### config.mk
export PLATFORM = sky130hd
export DESIGN_NAME = stack_engine
export DESIGN_NICKNAME = d
export VERILOG_FILES = /design/src/rtl/stk_pkg.sv /design/src/rtl/stk_ctx_seq.sv /design/src/rtl/stk_arb.sv /design/src/rtl/stk_ptr.sv /design/src/rtl/stk_ram.sv /design/src/rtl/stack_engine.sv
export SDC_FILE = /design/constraint.sdc
export NUM_CORES = 2
export LEC_CHECK = 0
export BUFFER_PORTS_ARGS = -buffer_cell sky130_fd_sc_hd__clkbuf_2
export CAP_MARGIN = 10
export CORE_MARGIN = 3
export CORE_UTILIZATION = 57
export DETAILED_ROUTE_END_ITERATION = 8
export PLACE_DENSITY = 0.79
export SYNTH_ARGS = -nofsm -noshare
export SYNTH_HDL_FRONTEND = slang
export SYNTH_HIERARCHICAL = 1
export SYNTH_SLANG_ARGS = --single-unit
### constraint.sdc
create_clock -name clk -period 4.05 [get_ports clk]
set_input_delay 0.6075 -clock clk [delete_from_list [all_inputs] [get_ports clk]]
set_output_delay 0.6075 -clock clk [all_outputs]
set_load 0.005 [all_outputs]
### src/rtl/stk_pkg.sv
package stk_pkg;
   typedef enum logic [2:0] {
      OP_IDLE,
      OP_PUSH,
      OP_POP,
      OP_LOAD,
      OP_RESET
   } stk_op_e;
endpackage

### src/rtl/stk_ctx_seq.sv
module stk_ctx_seq #(
   parameter int DATA_W    = 8,
   parameter int CTX_BYTES = 5
) (
   input  logic                          clk,
   input  logic                          rst_n,
   input  logic                          rsp_i,
   input  logic                          save_i,
   input  logic                          restore_i,
   input  logic [CTX_BYTES*DATA_W-1:0]   ctx_i,
   output logic                          start_o,
   output logic                          busy_o,
   output logic                          is_save_o,
   output logic [DATA_W-1:0]             byte_o
);
   localparam int IDX_W = (CTX_BYTES > 1) ? $clog2(CTX_BYTES) : 1;
   localparam logic [IDX_W-1:0] LAST = IDX_W'(CTX_BYTES - 1);

   logic                        busy_q;
   logic                        save_q;
   logic [IDX_W-1:0]            idx_q;
   logic [CTX_BYTES*DATA_W-1:0] ctx_q;

   assign start_o   = !busy_q && !rsp_i && (save_i || restore_i);
   assign busy_o    = busy_q;
   assign is_save_o = save_q;
   assign byte_o    = ctx_q[idx_q*DATA_W +: DATA_W];

   always_ff @(posedge clk) begin
      if (!rst_n) begin
         busy_q <= 1'b0;
         save_q <= 1'b0;
         idx_q  <= '0;
         ctx_q  <= '0;
      end else if (rsp_i) begin
         busy_q <= 1'b0;
         idx_q  <= '0;
      end else if (start_o) begin
         busy_q <= 1'b1;
         save_q <= save_i;
         idx_q  <= '0;
         ctx_q  <= ctx_i;
      end else if (busy_q) begin
         if (idx_q == LAST) begin
            busy_q <= 1'b0;
            idx_q  <= '0;
         end else begin
            idx_q <= idx_q + 1'b1;
         end
      end
   end

   a_r9_start_sets_busy: assert property (@(posedge clk) disable iff (!rst_n)
      start_o |=> busy_o);
   a_r9_busy_ends: assert property (@(posedge clk) disable iff (!rst_n)
      (busy_q && idx_q == LAST && !rsp_i) |=> !busy_o);
   a_r6_rsp_cancels: assert property (@(posedge clk) disable iff (!rst_n)
      rsp_i |=> !busy_o);
endmodule

### src/rtl/stk_arb.sv
module stk_arb
   import stk_pkg::*;
#(
   parameter int DATA_W = 8
) (
   input  logic              rsp_i,
   input  logic              busy_i,
   input  logic              start_i,
   input  logic              seq_save_i,
   input  logic [DATA_W-1:0] seq_byte_i,
   input  logic              ld_i,
   input  logic [DATA_W-1:0] ld_data_i,
   input  logic              push_i,
   input  logic              pop_i,
   input  logic [DATA_W-1:0] push_data_i,
   output stk_op_e           op_o,
   output logic [DATA_W-1:0] wdata_o,
   output logic              conflict_o
);
   always_comb begin
      op_o       = OP_IDLE;
      wdata_o    = push_data_i;
      conflict_o = 1'b0;
      if (rsp_i) begin
         op_o = OP_RESET;
      end else if (busy_i) begin
         op_o    = seq_save_i ? OP_PUSH : OP_POP;
         wdata_o = seq_byte_i;
      end else if (start_i) begin
         op_o = OP_IDLE;
      end else if (ld_i) begin
         op_o    = OP_LOAD;
         wdata_o = ld_data_i;
      end else if (push_i && pop_i) begin
         conflict_o = 1'b1;
      end else if (push_i) begin
         op_o = OP_PUSH;
      end else if (pop_i) begin
         op_o = OP_POP;
      end
   end
endmodule

### src/rtl/stk_ptr.sv
module stk_ptr
   import stk_pkg::*;
#(
   parameter int ADDR_W = 8
) (
   input  logic              clk,
   input  logic              rst_n,
   input  stk_op_e           op_i,
   input  logic [ADDR_W-1:0] ld_data_i,
   output logic [ADDR_W-1:0] lo_o
);
   logic [ADDR_W-1:0] lo_q;

   always_ff @(posedge clk) begin
      if (!rst_n) begin
         lo_q <= '1;
      end else begin
         case (op_i)
            OP_RESET: lo_q <= '1;
            OP_PUSH:  lo_q <= lo_q - 1'b1;
            OP_POP:   lo_q <= lo_q + 1'b1;
            OP_LOAD:  lo_q <= ld_data_i;
            default:  lo_q <= lo_q;
         endcase
      end
   end

   assign lo_o = lo_q;

   a_r3_push_down: assert property (@(posedge clk) disable iff (!rst_n)
      op_i == OP_PUSH |=> lo_o == $past(lo_o) - 1'b1);
   a_r4_pop_up: assert property (@(posedge clk) disable iff (!rst_n)
      op_i == OP_POP |=> lo_o == $past(lo_o) + 1'b1);
   a_r5_wrap_low: assert property (@(posedge clk) disable iff (!rst_n)
      (op_i == OP_PUSH && lo_o == '0) |=> lo_o == '1);
   a_r5_wrap_high: assert property (@(posedge clk) disable iff (!rst_n)
      (op_i == OP_POP && lo_o == '1) |=> lo_o == '0);
   a_r6_rsp_top: assert property (@(posedge clk) disable iff (!rst_n)
      op_i == OP_RESET |=> lo_o == '1);
   a_r7_load: assert property (@(posedge clk) disable iff (!rst_n)
      op_i == OP_LOAD |=> lo_o == $past(ld_data_i));
endmodule

### src/rtl/stk_ram.sv
module stk_ram #(
   parameter int DATA_W = 8,
   parameter int ADDR_W = 8
) (
   input  logic              clk,
   input  logic              rst_n,
   input  logic              we_i,
   input  logic [ADDR_W-1:0] waddr_i,
   input  logic [DATA_W-1:0] wdata_i,
   input  logic              re_i,
   input  logic [ADDR_W-1:0] raddr_i,
   output logic [DATA_W-1:0] rdata_o,
   output logic              rvalid_o
);
   localparam int DEPTH = 1 << ADDR_W;

   logic [DATA_W-1:0] mem [DEPTH];

   always_ff @(posedge clk) begin
      if (we_i) mem[waddr_i] <= wdata_i;
   end

   always_ff @(posedge clk) begin
      if (!rst_n) begin
         rdata_o  <= '0;
         rvalid_o <= 1'b0;
      end else begin
         rvalid_o <= re_i;
         if (re_i) rdata_o <= mem[raddr_i];
      end
   end

   a_r4_valid_follows: assert property (@(posedge clk) disable iff (!rst_n)
      re_i |=> rvalid_o);
   a_r4_no_spurious_valid: assert property (@(posedge clk) disable iff (!rst_n)
      !re_i |=> !rvalid_o);
endmodule

### src/rtl/stack_engine.sv
module stack_engine
   import stk_pkg::*;
#(
   parameter int                 DATA_W  = 8,
   parameter int                 ADDR_W  = 8,
   parameter int                 SP_W    = 16,
   parameter logic [SP_W-ADDR_W-1:0] PAGE_HI = 'h01
) (
   input  logic              clk,
   input  logic              rst_n,
   input  logic              push_i,
   input  logic              pop_i,
   input  logic [DATA_W-1:0] push_data_i,
   input  logic              ld_i,
   input  logic [ADDR_W-1:0] ld_data_i,
   input  logic              rsp_i,
   input  logic              ctx_save_i,
   input  logic              ctx_restore_i,
   input  logic [DATA_W-1:0] pcl_i,
   input  logic [DATA_W-1:0] pch_i,
   input  logic [DATA_W-1:0] x_i,
   input  logic [DATA_W-1:0] a_i,
   input  logic [DATA_W-1:0] cc_i,
   output logic [SP_W-1:0]   sp_o,
   output logic [DATA_W-1:0] pop_data_o,
   output logic              pop_valid_o,
   output logic              busy_o,
   output logic              err_o
);
   localparam int CTX_BYTES = 5;

   if (SP_W <= ADDR_W) begin : g_bad_sp_w
      $error("stack_engine: SP_W must exceed ADDR_W");
   end
   if (DATA_W != ADDR_W) begin : g_bad_dw
      $error("stack_engine: direct load needs DATA_W equal to ADDR_W");
   end

   stk_op_e           op;
   logic [DATA_W-1:0] wdata;
   logic              conflict;
   logic              seq_start, seq_busy, seq_save;
   logic [DATA_W-1:0] seq_byte;
   logic [ADDR_W-1:0] sp_lo;
   logic              err_q;
   logic [CTX_BYTES*DATA_W-1:0] ctx_bus;

   assign ctx_bus = {cc_i, a_i, x_i, pch_i, pcl_i};

   stk_ctx_seq #(.DATA_W(DATA_W), .CTX_BYTES(CTX_BYTES)) u_seq (
      .clk       (clk),
      .rst_n     (rst_n),
      .rsp_i     (rsp_i),
      .save_i    (ctx_save_i),
      .restore_i (ctx_restore_i),
      .ctx_i     (ctx_bus),
      .start_o   (seq_start),
      .busy_o    (seq_busy),
      .is_save_o (seq_save),
      .byte_o    (seq_byte)
   );

   stk_arb #(.DATA_W(DATA_W)) u_arb (
      .rsp_i       (rsp_i),
      .busy_i      (seq_busy),
      .start_i     (seq_start),
      .seq_save_i  (seq_save),
      .seq_byte_i  (seq_byte),
      .ld_i        (ld_i),
      .ld_data_i   (ld_data_i),
      .push_i      (push_i),
      .pop_i       (pop_i),
      .push_data_i (push_data_i),
      .op_o        (op),
      .wdata_o     (wdata),
      .conflict_o  (conflict)
   );

   stk_ptr #(.ADDR_W(ADDR_W)) u_ptr (
      .clk       (clk),
      .rst_n     (rst_n),
      .op_i      (op),
      .ld_data_i (wdata),
      .lo_o      (sp_lo)
   );

   stk_ram #(.DATA_W(DATA_W), .ADDR_W(ADDR_W)) u_ram (
      .clk      (clk),
      .rst_n    (rst_n),
      .we_i     (op == OP_PUSH),
      .waddr_i  (sp_lo),
      .wdata_i  (wdata),
      .re_i     (op == OP_POP),
      .raddr_i  (sp_lo + 1'b1),
      .rdata_o  (pop_data_o),
      .rvalid_o (pop_valid_o)
   );

   always_ff @(posedge clk) begin
      if (!rst_n) err_q <= 1'b0;
      else        err_q <= conflict;
   end

   assign err_o  = err_q;
   assign busy_o = seq_busy;
   assign sp_o   = {PAGE_HI, sp_lo};

   a_r8_err_cause: assert property (@(posedge clk) disable iff (!rst_n)
      err_o |-> $past(push_i && pop_i));
   a_r8_conflict_holds_sp: assert property (@(posedge clk) disable iff (!rst_n)
      err_o |-> sp_o == $past(sp_o));
   a_r11_busy_steps: assert property (@(posedge clk) disable iff (!rst_n)
      (busy_o && !rsp_i) |=> (sp_o[ADDR_W-1:0] == ADDR_W'($past(sp_o[ADDR_W-1:0]) - 1'b1)) ||
                             (sp_o[ADDR_W-1:0] == ADDR_W'($past(sp_o[ADDR_W-1:0]) + 1'b1)));
endmodule

==> impl_results.md <==
- Status: finished, violations left
- Failing checks: negative setup slack
- Top cell type's share of synthesized area: 73.8%
- CP endpoint kind: register
- Slowest-stage cell, CP: xnor2_2
- YS warnings: 6
- Top Layer Used: met5
- Leak: 30.6 nW
- Final setup viols: 1
- GRT Util Overall: 29.6%
- Yosys top cell by area: edfxtp_1
- Core Area: 144000 um2
- Final min period: 4.07 ns
- Synth Register Bits: 2111
- Die ar.: 151000 um2
- Crit path buf inv count: 1
- Area grow syn2layout: 15.5%
- Total CTS buffers: 198
- Mean Syn Cell Area: 19.1 um2
- Reg2Reg Setup Slack: -0.02 ns
- Die Ht: 388 um
- Cell Rows: 139
- Worst slew pin tran: 1.24 ns
- Max-slew violation total from the final report: 0
- Syn Inst Count: 4367
- CP Launch Type: register
- Worst-path clk slew: 0.07 ns
- CTS tree: built
- Ys flop type: edfxtp_1
- WS Path Type: register to register
- DRT antenna net count: 0
- Antenna violations before repair: 5
- Critical-path cell list: ha_4 -> nand3_1 -> xnor2_2 -> nand3b_1 -> buf_4 -> o22ai_1 -> a211oi_1 -> nor3_1 -> o21ai_0 -> nor3_2 -> a211o_1
- Setup repair bufs after CTS: 0
- DP HPWL: 139000 um
- CTS max path bufs: 3
- Via density: 6.73
- Max_cap viols: 0
- Hold Startpoint: pcl_i[1]
- Final setup margin: -0.0243 ns
- Most common cell in the netlist: edfxtp_1
- Sequential area share after synthesis: 75.3%
- Setup WS pre-CTS: -0.143 ns
- Routability Congestion: 0.991
- R2R Path End: u_ram/rdata_o[2]
- Hold slack: 0.0834 ns
- Filler cell count: 8790
- I/O pins: 91
- HP Class: primary input to register
- Vias in the first global route: 46900
- WL per Instance: 31.8 um
- Most frequent cells after synthesis: edfxtp_1 (2048), mux2i_1 (369), mux4_2 (362)
- IO Port Bufs: 82
- Root Driver: clkbuf_16
- Worst-path fanout max: 11
- TritonCTS Sinks: 2111
- Worst Path Required: 4.77 ns
- Unrepaired setup endpoints after global routing: no
- Final #Nets: 5016
- Max incr delay on CP: 0.67 ns
- Worst rel slew slack: 16.8%
- Initial core utilization: 57.7%
- Reg-to-reg startpoint: u_ptr/lo_o[1]
- Endpoint, Worst Hold: u_seq/ctx_q[1]
- Reg2Reg Depth: 11
- WHS Path Cells: 3
- Wire length on met1: 76100 um
- Total wire length: 223000 um
- DR WL met2: 106000 um
- Global-route wire length before repair: 325000 um
- Asr flop ratio synth: 0%
- PD cells: 503 nW/um2
- Worst-Skew Late Latency: 0.85 ns
- DRC Markers: 0
- Overflow after GRT: 0
- Ranking of synthesized cells by area: edfxtp_1 (74%), mux4_2 (9.8%), mux2i_1 (4.4%)
- Fin crit share: 101%
- Detailed-route via count: 47200
- Skew final: 0.0372 ns
- Number of synthesized flops with an enable pin: 2048
- VDD IR max: 0.502 mV
- Initial drt markers: 7266
- Hold Vio Cnt, Final: 0
- Netlist Area Pre-Place: 83300 um2
- Arrival time of the worst setup path: 4.79 ns
- Largest net degree at the start of global routing: 133
- WL met3: 27900 um
- H-tree levels: 4
- DRT Pass-1 Iters: 6
- Die width: 388 um
- Fmax: 245 MHz
- Count of different cell masters after synthesis: 77
- Crit-path leading delay family: compound AO/OA/AOI/OAI gates
- Layout cell share with drive strength beyond 1: 25.7%
-- stage by stage --
| stage | cell area, um2 | total power [W] | setup TNS [ns] | cells | util (%) |
|---|---|---|---|---|---|
| final | 96200 | 0.0484 | -0.0243 | 7019 | 66.7 |
| after global routing | 96200 | 0.0495 | 0 | 7015 | 66.6 |
| after CTS | 96200 | 0.0484 | 0 | 7015 | 66.6 |
| after detailed placement | 89200 | 0.0299 | -0.350 | 6607 | 61.8 |
| after global placement | 89200 | 0.0297 | -0.372 | 6607 | 61.8 |
| after floorplan | 83400 | 0.0276 | 0 | 4373 | - |
-- cell families after synthesis --
| group | synth area share, % |
|---|---|
| buffers and inverters | 2.07 |
| adders and majority gates | 0.159 |
| other | 0.00901 |
| DFF | 75.3 |
| AOI/OAI and AO/OA | 4.07 |
| and+or+nand+nor | 3.62 |
| xor gates and xnor gates | 0.116 |
| muxes | 14.6 |
-- cells in the final DEF, fill, tap and decap left out, types with 23 or more instances in the layout --
master	n
edfxtp_1	2048
buf_4	477
a211oi_1	52
clkbuf_1	49
mux4_2	362
o21ai_0	44
o22ai_1	122
o221ai_1	57
clkinv_2	42
buf_12	47
a22oi_1	82
dfxtp_1	63
clkbuf_16	200
nand2_1	214
clkinv_1	26
bufinv_16	23
nor3_1	29
dlygate4sd3_1	38
clkbuf_2	81
a21oi_1	54
nand3_1	66
mux2i_1	369
nor2_1	289
-- how the worst max path moves through the flow --
| stage | from | end | slack, ns | cells past startpoint |
|---|---|---|---|---|
| 4_1_cts | u_ptr/lo_o[1] | u_ram/rdata_o[4] | 0.02 | 11 |
| 2_1_floorplan | ctx_save_i | u_ptr/lo_o[2] | 0.03 | 10 |
| 3_3_place_gp | ctx_save_i | u_ram/rdata_o[2] | -0.17 | 14 |
| 6_report | u_ptr/lo_o[1] | u_ram/rdata_o[2] | -0.02 | 11 |
| 5_1_grt | u_ptr/lo_o[1] | u_ram/rdata_o[2] | 0.01 | 11 |
| 3_5_place_dp | ctx_save_i | u_ram/rdata_o[3] | -0.14 | 14 |
-- power by group --
group          total (W)  internal [W]  leakage [nW]  switching (W)
clock network     0.0188        0.0107          3.20        0.00807
logic            0.00537       0.00181          8.51        0.00355
registers         0.0243        0.0242          18.9      0.0000610
-- area by class of cell --
cell class	instances	area, um2	share of cell area (%)
sequential	2111	62800	65.2
timing repair buffer	644	5310	5.52
inverter	17	72.6	0.0754
antenna	4	10.0	0.0104
multi-input combinational	1970	19100	19.9
clock inverter	116	1310	1.36
clock buffer	254	5260	5.46
tap	1903	2380	2.47
-- layer usage --
metal | track usage (%) | vias to the layer above
met4 | 14.7 | 10
met3 | 8.36 | 751
met5 | 0.191 | -
li1 | - | 18900
met1 | 38.6 | 23800
met2 | 46.4 | 3753
-- tightest hold or removal path: cells and delay by family --
family | cells | cell delay [ns]
AND/OR/NAND/NOR | 1 | 0.07
buffers and inverters | 1 | 0.09
multiplexers | 1 | 0.07
-- repair_timing --
item,4_1_cts,5_1_grt
hold endpoints to repair,38,0
gates resized for setup,0,6
hold buffers,38,0
endpoints found under the setup margin,0,4
-- flip-flops by register name, indices dropped and copies added, names as in the netlist --
signal / count
u_ram/rvalid_o: 1
u_seq/ctx_q: 40
u_ptr/lo_o: 8
u_seq/is_save_o: 1
u_seq/idx_q: 3
u_ram/mem: 2048
u_ram/rdata_o: 8
err_o: 1
u_seq/busy_o: 1
Power figures use the tool's default switching activity.
